**src/rtl/mdm_status_pkg.sv**
```systemverilog
package mdm_status_pkg;

  localparam int LINE_CNT = 4;

  localparam int IDX_CTS = 0;
  localparam int IDX_DSR = 1;
  localparam int IDX_RI  = 2;
  localparam int IDX_DCD = 3;

  typedef enum logic [1:0] {
    TRIG_ANY  = 2'd0,
    TRIG_FALL = 2'd1,
    TRIG_RISE = 2'd2
  } trig_kind_e;

  typedef struct packed {
    logic dcd;
    logic ri;
    logic dsr;
    logic cts;
  } line_vec_t;

  // Ring reports the end of a ring (level falling); all others report any change.
  function automatic trig_kind_e trig_for(input int idx);
    return (idx == IDX_RI) ? TRIG_FALL : TRIG_ANY;
  endfunction

endpackage

```
**src/rtl/mdm_sync.sv**
```systemverilog
module mdm_sync #(
  parameter int         WIDTH     = 4,
  parameter int         STAGES    = 2,
  parameter logic [0:0] RESET_BIT = 1'b1
) (
  input  logic             clk,
  input  logic             rst_n,
  input  logic [WIDTH-1:0] d_async,
  output logic [WIDTH-1:0] q_sync
);

  logic [WIDTH-1:0] chain [STAGES];

  always_ff @(posedge clk or negedge rst_n) begin
    if (!rst_n) begin
      for (int s = 0; s < STAGES; s++) chain[s] <= {WIDTH{RESET_BIT}};
    end else begin
      chain[0] <= d_async;
      for (int s = 1; s < STAGES; s++) chain[s] <= chain[s-1];
    end
  end

  assign q_sync = chain[STAGES-1];

endmodule

```
**src/rtl/mdm_source_sel.sv**
```systemverilog
module mdm_source_sel
  import mdm_status_pkg::*;
(
  input  line_vec_t pin_n_sync,
  input  line_vec_t ctl_lvl,
  input  logic      loop_en,
  output line_vec_t lvl_sel
);

  // Pins are active low: invert them. Control outputs are already active high.
  always_comb begin
    if (loop_en) lvl_sel = ctl_lvl;
    else         lvl_sel = ~pin_n_sync;
  end

endmodule

```
**src/rtl/mdm_delta_cell.sv**
```systemverilog
module mdm_delta_cell
  import mdm_status_pkg::*;
#(
  parameter trig_kind_e KIND = TRIG_ANY
) (
  input  logic clk,
  input  logic rst_n,
  input  logic lvl_in,
  input  logic clr,
  output logic lvl_q,
  output logic evt,
  output logic flag_q
);

  generate
    if (KIND == TRIG_FALL) begin : g_fall
      assign evt = lvl_q & ~lvl_in;
    end else if (KIND == TRIG_RISE) begin : g_rise
      assign evt = ~lvl_q & lvl_in;
    end else begin : g_any
      assign evt = lvl_q ^ lvl_in;
    end
  endgenerate

  always_ff @(posedge clk or negedge rst_n) begin
    if (!rst_n) begin
      lvl_q  <= 1'b0;
      flag_q <= 1'b0;
    end else begin
      lvl_q  <= lvl_in;
      // A new event wins over a clear on the same edge.
      flag_q <= (flag_q & ~clr) | evt;
    end
  end

endmodule

```
**src/rtl/mdm_status_unit.sv**
```systemverilog
module mdm_status_unit
  import mdm_status_pkg::*;
#(
  parameter int SYNC_STAGES = 2
) (
  input  logic       clk,
  input  logic       rst_n,
  input  logic       cts_n,
  input  logic       dsr_n,
  input  logic       ri_n,
  input  logic       dcd_n,
  input  logic       loop_en,
  input  logic       ctl_rts,
  input  logic       ctl_dtr,
  input  logic       ctl_out1,
  input  logic       ctl_out2,
  input  logic       irq_en,
  input  logic       rd_stb,
  output logic [7:0] stat_word,
  output logic       irq
);

  line_vec_t pin_n_raw, pin_n_sync, ctl_lvl, lvl_sel;
  logic [LINE_CNT-1:0] lvl_vec, lvl_q, line_evt, flag_q;

  assign pin_n_raw = '{dcd: dcd_n, ri: ri_n, dsr: dsr_n, cts: cts_n};
  assign ctl_lvl   = '{dcd: ctl_out2, ri: ctl_out1, dsr: ctl_dtr, cts: ctl_rts};

  mdm_sync #(
    .WIDTH    (LINE_CNT),
    .STAGES   (SYNC_STAGES),
    .RESET_BIT(1'b1)
  ) u_sync (
    .clk    (clk),
    .rst_n  (rst_n),
    .d_async(pin_n_raw),
    .q_sync (pin_n_sync)
  );

  mdm_source_sel u_sel (
    .pin_n_sync(pin_n_sync),
    .ctl_lvl   (ctl_lvl),
    .loop_en   (loop_en),
    .lvl_sel   (lvl_sel)
  );

  assign lvl_vec = lvl_sel;

  for (genvar i = 0; i < LINE_CNT; i++) begin : g_line
    mdm_delta_cell #(
      .KIND(trig_for(i))
    ) u_cell (
      .clk   (clk),
      .rst_n (rst_n),
      .lvl_in(lvl_vec[i]),
      .clr   (rd_stb),
      .lvl_q (lvl_q[i]),
      .evt   (line_evt[i]),
      .flag_q(flag_q[i])
    );
  end

  assign stat_word = {lvl_q, flag_q};
  assign irq       = irq_en & (|flag_q);

endmodule

```
**config.mk**
```make
export PLATFORM = sky130hd
export DESIGN_NAME = mdm_status_unit
export DESIGN_NICKNAME = d
export VERILOG_FILES = /design/src/rtl/mdm_status_pkg.sv /design/src/rtl/mdm_sync.sv /design/src/rtl/mdm_source_sel.sv /design/src/rtl/mdm_delta_cell.sv /design/src/rtl/mdm_status_unit.sv
export SDC_FILE = /design/constraint.sdc
export NUM_CORES = 1
export LEC_CHECK = 0
export BUFFER_PORTS_ARGS = -buffer_cell sky130_fd_sc_hd__buf_2
export CAP_MARGIN = 20
export CORE_MARGIN = 4
export CORE_UTILIZATION = 40
export CTS_CLUSTER_DIAMETER = 120
export DETAILED_ROUTE_END_ITERATION = 10
export GPL_TIMING_DRIVEN = 0
export PLACE_DENSITY = 0.67
export SLEW_MARGIN = 20
export SYNTH_ARGS = -nofsm -noshare
export SYNTH_HDL_FRONTEND = slang
export SYNTH_HIERARCHICAL = 1
export SYNTH_SLANG_ARGS = --single-unit
```
**constraint.sdc**
```tcl
create_clock -name clk -period 3.5 [get_ports clk]
set_clock_uncertainty 0.1 [all_clocks]
set_input_delay 0.175 -clock clk [delete_from_list [all_inputs] [get_ports clk]]
set_output_delay 0.175 -clock clk [all_outputs]
set_load 0.01 [all_outputs]
```
== Word level (Yosys, flattened, before mapping) ==
Cells that the tools add are included.
Word-level totals
  bits in latches: 0
  bits in writable memories: 0
  word-level logic and storage cells: 28
  bits of input ports: 13
  ROM bits: 0
  flip-flop bits (word level): 16
  output and inout port bits: 9
  memories: 0
Cells by class
  bitwise logic cells: 16
  multiply operators: 0
  shifts and indexed selects: 0
  add/subtract/negate cells: 0
  muxes and demuxes: 1
  equality and inequality tests: 0
  order comparisons: 0
  div/mod/pow operators: 0
  reduce and logical (&&, ||, !) cells: 1
Operator list (number)
  $and 1x1->1: 6
  $mux 4: 1
  $not 4->4: 1
  $or 1x1->1: 4
  $reduce_or 4->1: 1
  $xor 1x1->1: 3
  $not 1->1: 2

== Logic depth before layout (Yosys ltp) ==
Gate-level depths: netlist of run 1.
  depth in word-level cells: 5
  gate-level depth with buffers: 4
  mapped depth without buffers: 4

== Modules after synthesis ==
The synthesis of run 1 kept the hierarchy.
By module, submodules not included
  mdm_sync: instances 1, area each 240.2 um^2, sequential area each 210.2 um^2, cells an instance 12
  mdm_delta_cell (g_line[0].u_cell ...): instances 3, area each 70.1 um^2, sequential area each 50.0 um^2, cells an instance 5
  mdm_delta_cell (g_line[2].u_cell): instances 1, area each 75.1 um^2, sequential area each 50.0 um^2, cells an instance 5
  mdm_source_sel: instances 1, area each 35.0 um^2, sequential area each 0.0 um^2, cells an instance 8
  mdm_status_unit: instances 1, area each 11.3 um^2, sequential area each 0.0 um^2, cells an instance 1

== Least setup slack after synthesis of run 1 ==
Ideal clock, no wire load.
  kind: reg-to-reg
  start point: reg u_sync.chain (netlist bit u_sync/q_sync[1])
  end point: reg g_line[1].u_cell.flag_q
  stages on the path, launching flop included: 5
  path slack: 2.285 ns
  arrival: 0.997 ns
  data required time: 3.282 ns
  clock period less this slack: 1.215 ns
  library setup time: 0.118 ns
  buffers on the path: 1
  path through: dfstp_2 -> buf_4 -> o21ai_0 -> xor2_1 -> a21o_1
RTL lines
  start: declaration: line mdm_sync.sv:12  | logic [WIDTH-1:0] chain [STAGES];
  end signal: assignment: line mdm_delta_cell.sv:32  | flag_q <= (flag_q & ~clr) | evt;
  end: declaration: line mdm_delta_cell.sv:12  | output logic flag_q

== Worst setup path in the final report of run 1 ==
  start point: reg g_line[1].u_cell.flag_q
  end point: out irq
Between the ends
  longest elaborated chain between the ends: 2
RTL lines
  $reduce_or 4->1: line mdm_status_unit.sv:64  | assign irq = irq_en & (|flag_q);
  $and 1x1->1: line mdm_status_unit.sv:64
  end: declaration: line mdm_status_unit.sv:20  | output logic irq
No other way between the ends.

==> impl_metrics.ini, run 1 <==
[outcome]
status = finished clean

[layout]
nNetsFinal = 85
syn2layout_area_growth_pct = 34.35
n_fill_cell = 107
regArea_sq_um = 410.4
stdcell_area_sq_um = 768.2
antenna_cells = 0
final_layout_size_suffix_gt1_share_pct = 52.86
multi_input_area_sq_um = 116.4

[logic_synthesis]
synth_common_cells = 8 x dfrtp_1, 8 x dfstp_2
synth_ff_type = dfstp_2
async_reset_ff_share_pct = 100.0
yosysTopAreaCellShare_pct = 36.76
synth_cells = 41
yosysWarnings = 6
syn_area_per_cell_sq_um = 13.95
synth_area_leaders = dfstp_2 37%, dfrtp_1 35%, a21o_1 5.3%, buf_4 5.3%, xor2_1 4.6%
yosysSeqAreaShare_pct = 71.77
netlist_area_sq_um = 571.8
yosysTopAreaCell = dfstp_2
syn_nets = 54
synth_seq_cells = 16
synth_edf_count = 0
synth_cell_types = 10

[clock_tree]
clock_sinks = 16
cts_root_buf = clkbuf_4
cts-htree-levels = 1
cts_buffers = 3
clockBufferDepth = 2
path_clk_slew_ns = 0.08
clk_latency_ns = 0.27
cts_tree = done

[detailed_routing]
vias_per_cell = 4.588
ant_nets = 0
wire_per_inst_um = 10.64
wirelength_um = 904
drt_iter0_drc = 2
num_vias = 390
drt_pre_antenna_iters = 2
drc = 0

[die]
dieHeight_um = 45.81
fp.dieW_um = 45.81
row_count = 13
start_util_pct = 43.40
die-area_sq_mm = 0.002099
pin_count = 22
core_sq_mm = 0.001318

[critical_path]
crit_fanout = 3
critPathCaptureType = output port
worstPathRequired_ns = 3.22
start_kind = flop
slowest_delay_ns = 0.42
path_delay_family = compound AO/OA/AOI/OAI gates
cp.arrival_ns = 1.24
path_buf_inv = 1
critPathKind = reg2out
slowest_stage = o41a_1
crit_chain = o41a_1, buf_2

[power]
leakagePower_nw = 0.3950
power.switching_w = 0.00008229
power_density_mw_per_mm2 = 460.3
power_frac_clock_pct = 25.5
p_int_w = 0.0002713
vdd_drop_max_uv = 250.9
p_seq_share_pct = 59.9
p_total_w = 0.0003536
p_comb_share_pct = 14.6
sw_frac_of_total_pct = 23.27

[grt]
grt_pass1_wl_um = 1476
grtUsageTotal_pct = 10.38
grt_max_degree = 17
antenna_found_initial = 0
gr-total-overflow = 0
grt_pass1_vias = 373

[sta]
post-route-min-period_ns = 1.518
fin_crit_sh_pct = 43.38
clock.fmax_ghz = 0.6586
fin_tns_setup_ns = 0
hold_viol_final = 0
maxSlewViolCount = 0
tightest_slew_ns = 0.3956
slew_headroom_pct = 73.35
rsz0062_at_grt = false
setup_violations = 0

[hold_path]
worstHoldPathType = in2reg

[placed_design]
routabilityCongestion = 0.6852
placed_cell_area_sq_um = 695.7
io_buffers = 21

[flow_run]
cap_viol_max_count = 0
path summary, 6_finish.rpt:
check / start / end / slack, ns / depth (start not counted)
max: g_line[1].u_cell/flag_q / irq / 1.98 / 2
min: ctl_dtr / g_line[1].u_cell/lvl_q / 0.08 / 3
max reg2reg: u_sync/q_sync[1] / g_line[1].u_cell/flag_q / 2.23 / 4
min reg2reg: u_sync/chain[6] / u_sync/q_sync[2] / 0.26 / 0
max in group asynchronous: rst_n / u_sync/chain[4] / 2.77 / 2
min in group asynchronous: rst_n / g_line[3].u_cell/flag_q / 0.23 / 2
cell families (layout without fill, tap and decap cells):
kind of cell,Yosys count,count (layout),synth area share [%]
AND/OR/NAND/NOR,5,5,5.031
buffers and inverters,8,37,7.877
flip-flops,16,16,71.77
XOR/XNOR,3,3,4.596
AO/OA/AOI/OAI,9,9,10.72
routing by layer:
layer	track usage [%]	part of all wire, %	wire [um]	vias to the layer above
li1	-	-	-	187
met1	11.00	38	339	189
met2	18.11	54	485	14
met3	2.372	8.6	78	0
met4	6.818	0	0	0
met5	0	0	0	-
worst reg2reg max path, stage by stage, from the launching register on:
cell and delay (ns):
dfstp_2 0.52, buf_4 0.09, o21ai_0 0.12, xor2_1 0.18
a21o_1 0.16
metrics by stage:
step	setup slack [ns]	hold slack [ns]	util [%]	std cells
2_1_floorplan	2.285	-0.2206	-	41
3_3_place_gp	2.249	-0.002735	52.80	77
3_5_place_dp	2.235	0.003278	52.80	77
4_1_cts	1.965	0.06952	58.31	85
5_1_grt	1.946	0.07739	58.31	85
6_report	1.982	0.07779	58.31	85
power groups by stage:
stage | sequential, W | clock, W | combinational, W
after floorplan | 0.000220 | 0 | 0.0000185
after global placement | 0.000215 | 0 | 0.0000476
after detailed placement | 0.000215 | 0 | 0.0000486
after CTS | 0.000212 | 0.0000964 | 0.0000528
after global routing | 0.000213 | 0.000105 | 0.0000579
final | 0.000212 | 0.0000901 | 0.0000517
cells in the final DEF, fill, tap and decap left out:
cell / netlist / routed
clkbuf_4: 0 / 3
dfstp_2: 8 / 8
nand2_1: 4 / 4
o21ai_0: 4 / 4
inv_1: 4 / 4
xor2_1: 3 / 3
o41a_1: 1 / 1
dlygate4sd3_1: 0 / 5
buf_2: 0 / 21
a21o_1: 4 / 4
buf_4: 4 / 4
nor2b_4: 1 / 1
dfrtp_1: 8 / 8
state kept, by name, indices dropped and copies added, names as in the netlist:
| name | flops |
|---|---|
| g_line.u_cell/lvl_q | 4 |
| u_sync/q_sync | 4 |
| g_line.u_cell/flag_q | 4 |
| u_sync/chain | 4 |
timing repair:
item | CTS | global route
hold buffers | 5 | 0
gates resized for setup | 0 | 0
endpoints found under the hold margin | 20 | 0
buffers inserted | 0 | 0
final cells by class:
type	count	area share (%)
well taps	15	2.443
flip-flops and latches	16	53.42
multi-input cells	17	15.15
clock buffers	3	2.932
plain buffers	4	3.909
repair buffers	26	20.20
inverters	4	1.954
No activity file was read; power rests on OpenSTA's default activity.
==> inputs of run 2 (changes only) <==
- ABC_AREA: not set -> 1
- PLACE_DENSITY: 0.67 -> 0.69
- clock period: 3.5 -> 1.3 ns (I/O delays scaled with it)
==> impl_metrics.ini, run 2 <==
[detailed_routing]
wire_per_inst_um = 10.18
num_vias = 469
drt_pre_antenna_iters = 4
ant_nets = 0
drc = 0
wirelength_um = 1099
drt_iter0_drc = 12
vias_per_cell = 4.343

[sta]
hold_viol_final = 0
maxSlewViolCount = 0
layout_setup_ws_ns = 0.09579
fin_crit_sh_pct = 92.63
post-route-min-period_ns = 1.204
rsz0062_at_grt = false
clock.fmax_ghz = 0.8304
tightest_slew_ns = 0.3486
fin_tns_setup_ns = 0
setup_violations = 0
slew_headroom_pct = 76.76

[grt]
met1_usage_pct = 15.02
gr-total-overflow = 0
grt_max_degree = 17
grt_use_met2_pct = 23.63
grt_pass1_vias = 466
grt_pass1_wl_um = 2007
grtUsageTotal_pct = 13.42
grtUsageMet3_pct = 2.734
grt-busiest-layer = met2
antenna_found_initial = 0

[layout]
stdcell_area_sq_um = 852.1
regArea_sq_um = 410.4
final_common_cell = buf_2
multi_input_area_sq_um = 110.1
final_layout_size_suffix_gt1_share_pct = 39.78
final_util_pct = 63.11
nNetsFinal = 108
final_cell_mix = 21 x buf_2, 15 x nand2_1, 12 x inv_1
antenna_cells = 0
syn2layout_area_growth_pct = 43.07
instances_no_fill = 108
n_fill_cell = 108

[clock_tree]
postCtsSetupRepairBufs = 0
clock_sinks = 16
cts_buffers = 3
clockBufferDepth = 2
cts_tree = done
clk_latency_ns = 0.27
path_clk_slew_ns = 0.08
cts-htree-levels = 1
cts_root_buf = clkbuf_4

[placed_design]
io_buffers = 21
hpwl_um = 692.3
routabilityCongestion = 0.6692
pre_cts_ws_ns = 0.1428
place_inst = 94
placed_cell_area_sq_um = 719.4

[critical_path]
slowest_delay_ns = 0.54
path_delay_family = buffers and inverters
crit_chain = dlygate4sd3_1, buf_2, o21ai_0, inv_1, nand2_1, nand3_1
path_buf_inv = 3
start_kind = input pin
r2r-start = u_sync/q_sync[0]
critPathKind = in2reg
r2r_setup_slack_ns = 0.14
worstSetupStartpoint = loop_en
slowest_stage = dlygate4sd3_1
reg2reg_to = g_line[0].u_cell/flag_q
reg2reg_depth = 5
worstPathRequired_ns = 1.37
critPathCaptureType = flop
crit_fanout = 8
cp.arrival_ns = 1.27

[die]
start_util_pct = 44.11
core_sq_mm = 0.001350
fp.dieW_um = 46.59
pin_count = 22
dieHeight_um = 46.59
die-area_sq_mm = 0.002170
row_count = 13

[power]
power_density_mw_per_mm2 = 1135
leakagePower_nw = 0.4565
vdd_drop_max_uv = 676.6

[flow_run]
cap_viol_max_count = 0

[logic_synthesis]
syn_area_per_cell_sq_um = 10.27
netlist_area_sq_um = 595.6
yosysWarnings = 6
synth_cells = 58
syn_nets = 71

[outcome]
status = finished clean

[hold_path]
worstHoldPathType = in2async
-- run 2: worst max-delay path by stage --
stage	to	slack, ns	depth (start not counted)
6_report	g_line[0].u_cell/flag_q	0.1	6
5_1_grt	g_line[0].u_cell/flag_q	0.04	6
4_1_cts	g_line[0].u_cell/flag_q	0.11	6
3_5_place_dp	g_line[1].u_cell/flag_q	0.14	5
3_3_place_gp	g_line[1].u_cell/flag_q	0.18	5
2_1_floorplan	g_line[1].u_cell/flag_q	0.23	5
-- run 2: timing repair --
action                                  CTS  global route
gates resized for setup                   0             1
endpoints found under the setup margin    0             1
hold endpoints to repair                 28             0
hold buffers                             11             0
-- run 2: through the flow --
| step | power (W) | hold slack [ns] |
|---|---|---|
| after floorplan | 0.0006378 | -0.3306 |
| after global placement | 0.0007001 | -0.1148 |
| after detailed placement | 0.0007064 | -0.1075 |
| after CTS | 0.0009829 | 0.1223 |
| after global routing | 0.001033 | 0.1554 |
| final | 0.0009667 | 0.1162 |
-- run 2: layer usage --
metal  part of all wire, %  vias to the layer above
met5                     0                        -
met4                  0.64                        0
met3                   9.9                        2
met2                    46                       20
met1                    43                      210
li1                      -                      237
-- run 2: area by class of cell --
class	instances	area share [%]
Timing Repair Buffer	32	25.26
Multi-Input combinational cell	26	12.92
Tap cell	15	2.203
Sequential cell	16	48.16
Clock buffer	3	2.643
Buffer	4	3.524
Inverter	12	5.286
-- run 2: where the power goes --
group	internal (W)	switching, W	leakage [nW]
Sequential	0.000546	0.0000222	0.178
Combinational	0.0000799	0.0000738	0.265
Clock	0.000107	0.000137	0.0138
Total	0.000733	0.000233	0.456
